**config.mk**
```make
export PLATFORM = sky130hd
export DESIGN_NAME = regcond_branch_unit
export DESIGN_NICKNAME = d
export VERILOG_FILES = /design/src/rtl/regcond_pkg.sv /design/src/rtl/regcond_sign_eval.sv /design/src/rtl/regcond_mask_eval.sv /design/src/rtl/regcond_branch_unit.sv
export SDC_FILE = /design/constraint.sdc
export NUM_CORES = 1
export LEC_CHECK = 0
export BUFFER_PORTS_ARGS = -buffer_cell sky130_fd_sc_hd__buf_2
export CORE_AREA = 5 5 42 44
export DETAILED_ROUTE_END_ITERATION = 6
export DIE_AREA = 0 0 47 49
export GPL_TIMING_DRIVEN = 1
export HOLD_SLACK_MARGIN = 0.08
export PLACE_DENSITY_LB_ADDON = 0.25
export REMOVE_ABC_BUFFERS = 1
export SYNTH_ARGS = -nofsm -noshare
export SYNTH_HDL_FRONTEND = slang
export SYNTH_HIERARCHICAL = 1
export SYNTH_SLANG_ARGS = --single-unit
```
**constraint.sdc**
```tcl
create_clock -name clk -period 0.8 [get_ports clk]
set_clock_uncertainty 0.1 [all_clocks]
set_input_delay 0.08 -clock clk [delete_from_list [all_inputs] [get_ports clk]]
set_output_delay 0.08 -clock clk [all_outputs]
set_load 0.01 [all_outputs]
```
**src/rtl/regcond_pkg.sv**
```systemverilog
package regcond_pkg;
  typedef enum logic [3:0] {
    CC_ZERO   = 4'd0,
    CC_NZERO  = 4'd1,
    CC_NEG    = 4'd2,
    CC_NPOS   = 4'd3,
    CC_POS    = 4'd4,
    CC_NNEG   = 4'd5,
    CC_SET    = 4'd6,
    CC_NSET   = 4'd7,
    CC_LALL   = 4'd8,
    CC_LNONE  = 4'd9,
    CC_LSOME  = 4'd10
  } cond_e;

  localparam int unsigned COND_W = 4;
endpackage

```
**src/rtl/regcond_sign_eval.sv**
```systemverilog
module regcond_sign_eval #(
  parameter int unsigned DATA_W = 32
) (
  input  logic [DATA_W-1:0] value,
  output logic              is_zero,
  output logic              is_neg,
  output logic              is_pos
);
  always_comb begin
    is_zero = ~|value;
    is_neg  = value[DATA_W-1];
    is_pos  = $signed(value) > $signed({DATA_W{1'b0}});
  end

  // exactly one of zero / negative / positive holds
  always_comb begin
    assert_sign_trichotomy_R4: assert ($onehot({is_zero, is_neg, is_pos}));
  end
endmodule

```
**src/rtl/regcond_mask_eval.sv**
```systemverilog
module regcond_mask_eval #(
  parameter int unsigned DATA_W = 32,
  parameter int unsigned LANE_W = 8
) (
  input  logic [DATA_W-1:0] value,
  output logic              word_set,
  output logic              lanes_all,
  output logic              lanes_none,
  output logic              lanes_some
);
  localparam int unsigned LANES = DATA_W / LANE_W;

  logic [LANES-1:0] lane_set;

  for (genvar g = 0; g < LANES; g++) begin : g_lane
    assign lane_set[g] = &value[g*LANE_W +: LANE_W];
  end

  always_comb begin
    word_set   = &value;
    lanes_all  = &lane_set;
    lanes_none = ~|lane_set;
    lanes_some = ~lanes_all & ~lanes_none;
  end

  // a fully set word must show every lane set, and vice versa
  always_comb begin
    assert_word_lane_agree_R6: assert (word_set == lanes_all);
  end
endmodule

```
**src/rtl/regcond_branch_unit.sv**
```systemverilog
module regcond_branch_unit
  import regcond_pkg::*;
#(
  parameter int unsigned DATA_W   = 32,
  parameter int unsigned LANE_W   = 8,
  parameter int unsigned SYNC_LEN = 2
) (
  input  logic              clk,
  input  logic              rst_n,
  input  logic              req_valid,
  input  logic [DATA_W-1:0] req_value,
  input  logic [COND_W-1:0] req_cond,
  output logic              res_valid,
  output logic              res_taken
);
  // reset: asserted asynchronously, released on a clock edge
  logic [SYNC_LEN-1:0] rst_sync_q;
  logic                rst_s_n;

  always_ff @(posedge clk or negedge rst_n) begin
    if (!rst_n) rst_sync_q <= '0;
    else        rst_sync_q <= {rst_sync_q[SYNC_LEN-2:0], 1'b1};
  end
  assign rst_s_n = rst_sync_q[SYNC_LEN-1];

  logic is_zero, is_neg, is_pos;
  logic word_set, lanes_all, lanes_none, lanes_some;

  regcond_sign_eval #(.DATA_W(DATA_W)) u_sign (
    .value   (req_value),
    .is_zero (is_zero),
    .is_neg  (is_neg),
    .is_pos  (is_pos)
  );

  regcond_mask_eval #(.DATA_W(DATA_W), .LANE_W(LANE_W)) u_mask (
    .value      (req_value),
    .word_set   (word_set),
    .lanes_all  (lanes_all),
    .lanes_none (lanes_none),
    .lanes_some (lanes_some)
  );

  logic decide;
  logic valid_d, taken_d;
  logic valid_q, taken_q;

  always_comb begin
    unique case (req_cond)
      CC_ZERO:  decide = is_zero;
      CC_NZERO: decide = ~is_zero;
      CC_NEG:   decide = is_neg;
      CC_NPOS:  decide = ~is_pos;
      CC_POS:   decide = is_pos;
      CC_NNEG:  decide = ~is_neg;
      CC_SET:   decide = word_set;
      CC_NSET:  decide = ~word_set;
      CC_LALL:  decide = lanes_all;
      CC_LNONE: decide = lanes_none;
      CC_LSOME: decide = lanes_some;
      default:  decide = 1'b0;
    endcase
  end

  // next state
  always_comb begin
    valid_d = req_valid;
    taken_d = req_valid & decide;
  end

  // registers
  always_ff @(posedge clk or negedge rst_s_n) begin
    if (!rst_s_n) begin
      valid_q <= 1'b0;
      taken_q <= 1'b0;
    end else begin
      valid_q <= valid_d;
      taken_q <= taken_d;
    end
  end

  assign res_valid = valid_q;
  assign res_taken = taken_q;

  assert_strobe_follows_R1: assert property (@(posedge clk) disable iff (!rst_s_n)
    req_valid == 1'b1 |=> res_valid);
  assert_idle_follows_R1: assert property (@(posedge clk) disable iff (!rst_s_n)
    req_valid == 1'b0 |=> !res_valid && !res_taken);
  assert_unused_not_taken_R9: assert property (@(posedge clk) disable iff (!rst_s_n)
    (req_valid && req_cond > 4'd10) |=> !res_taken);
  assert_reset_quiet_R10: assert property (@(posedge clk)
    !rst_s_n |-> !res_valid && !res_taken);
endmodule

```
==> results.json <==
{
  "status": "complete, but fails checks",
  "violations": "hold timing, setup timing",
  "grt_usage": 0.1269,
  "drt_pass1_iterations": 4,
  "layout_setup_ws_ns": -0.5692,
  "coreArea_um2": 1401,
  "critPathLaunchType": "primary input",
  "clkSinkCount": 4,
  "cp.arrival_ns": 1.44,
  "drt_iter0_markers": 5,
  "vias": 621,
  "p_leak_nw": 0.3622,
  "total_power_mw": 0.7484,
  "post-route-util": 0.6161,
  "finalMaxSlewViolations": 0,
  "drive_above_1_share": 0.6569,
  "ys.flop_type": "dfrtp_1",
  "finalCriticalPeriod_ns": 1.369,
  "grt_antenna_before_repair": 0,
  "io_pins": 41,
  "yosysWarningCount": 6,
  "irDropWorstVdd_mv": 0.7461,
  "rr_worst_depth": 0,
  "synthCells": 50,
  "cts_max_level": 1,
  "met2_usage": 0.1923,
  "cts.clk_slew.worst_paths_ns": 0.04,
  "detail_route.wl_per_cell_um": 12.44,
  "syn2layout_area_growth_pct": 107.8,
  "clockBufferDepth": 2,
  "ant_nets": 0,
  "synth_area_um2": 415.4,
  "min_path_type": "register to async pin",
  "path_class": "primary input to register",
  "nets": 143,
  "rsz0062_at_grt": "true",
  "finalSetupTns_ns": -0.7520,
  "final_cell_mix": "34 x buf_2, 9 x buf_4, 9 x nand4_1",
  "grt_use_met1": 0.1722,
  "finalCritPeriodShare": 1.712,
  "setup_viol": 3,
  "synth_top_cell_by_area": "dfrtp_1",
  "cts_tree": "yes",
  "use_met3": 0.03321,
  "diodes": 0,
  "synth_area_leaders": "dfrtp_1 24%, nand4_1 14%, nor4_1 11%, nor2b_1 7.5%, nor4_2 6.0%",
  "grt.busiest_layer": "met2",
  "crit_fanout": 2,
  "cp-end-kind": "register",
  "clock.fmax_mhz": 730.3,
  "synth-edff-count": 0,
  "root_buffer": "clkbuf_4",
  "hold_slack_ns": -0.08309,
  "holdBufCountCts": 2,
  "synth_cell_types": 22,
  "cellPowerDensity_nw_per_um2": 866.9,
  "dp.cells": 113,
  "dp_hpwl_um": 1189,
  "cap_violations": 0,
  "overflow": 0,
  "drc": 0,
  "cp.required_ns": 0.87,
  "hold_viol": 2,
  "gp_congestion": 0.7545,
  "wl_um": 1468,
  "ys_ff_latch": 4,
  "start_util": 0.2964,
  "die_w_um": 47,
  "post_cts_buffers": 0,
  "ys_async_sr_fraction": 1.000,
  "routed_via_density": 5.263,
  "grt_pass1_wl_um": 2263,
  "fin_cells": 118,
  "die_area_um2": 2303,
  "grt_pass1_vias": 605,
  "ys_seq_area_frac": 0.2410,
  "synth.avg_cell_area_um2": 8.308,
  "cts_made_buffers": 3,
  "synth_top_area_frac": 0.2410,
  "fp-row-count": 14,
  "clock_latency_ns": 0.23,
  "grt_max_degree": 8,
  "die_h_um": 49,
  "final_common_cell": "buf_2",
  "io_buffer_count": 40
}
[final cells by class]
class | count | area (µm²)
repair buffers | 51 | 325.3
flip-flops and latches | 4 | 100.1
multi-input cells | 44 | 395.4
clock buffers | 3 | 22.52
fillers | 127 | 538.0
well taps | 16 | 20.02
[per-layer routing]
layer  vias up  share of wire
li1        310              -
met5         -              0
met2        35           0.49
met4         0              0
met3         0          0.095
met1       276           0.42
[cells in the mapped netlist (all sizes together), types with 2 or more instances]
library cell  count
nand4            10
nor4              9
nor2              6
nor2b             5
dfrtp             4
a2111oi           2
buf               2
[flip-flops by register name, indices dropped and copies added, names as in the netlist]
register    flops
res_taken       1
res_valid       1
rst_sync_q      2
[cells by family after synthesis]
family,synth area share
other,0.009027
buffers and inverters,0.03613
xor gates and xnor gates,0.02109
DFF,0.2410
AOI/OAI and AO/OA,0.1175
muxes,0.02410
and+or+nand+nor,0.5512
[stage by stage]
stage               hold slack (ns)  area [µm²]  setup WS [ns]
floorplan                   -0.3156       400.4        -0.5490
global placement            -0.2355       688.2        -0.8424
detailed placement          -0.2342       688.2        -0.8908
CTS                        -0.07950       832.0        -0.5705
global route               -0.06110       863.3        -0.6777
finish                     -0.08309       863.3        -0.5692
[what timing repair did]
item	in CTS	in global routing
pin swaps	10	3
hold endpoints to repair	5	4
endpoints found under the setup margin	3	3
resized for setup	18	6
[report_power, final]
part           total [mW]  internal [mW]  switching (mW)
Combinational       0.283          0.157           0.126
Clock               0.247          0.168          0.0790
Sequential          0.219          0.215         0.00444
Total               0.748          0.539           0.209
[final timing paths]
| path | startpoint | to | slack [ns] |
|---|---|---|---|
| worst max register to register | rst_sync_q[0] | rst_sync_q[1] | 0.23 |
| worst min register to register | rst_sync_q[1] | res_valid | -0.08 |
| max in group asynchronous | rst_n | rst_sync_q[0] | 0.43 |
| worst max-delay path | req_value[19] | res_taken | -0.57 |
| worst min-delay path | rst_sync_q[1] | res_valid | -0.08 |
| min in group clk | req_cond[2] | res_taken | 0.09 |
[critical path, cell delays in order]
cell	delay [ns]
buf_2	0.11
nor4_2	0.25
nand4_1	0.16
nor2_1	0.15
nor2b_4	0.17
a2111oi_2	0.04
nor4bb_1	0.30
a31o_1	0.18
No activity file was read; power rests on OpenSTA's default activity.
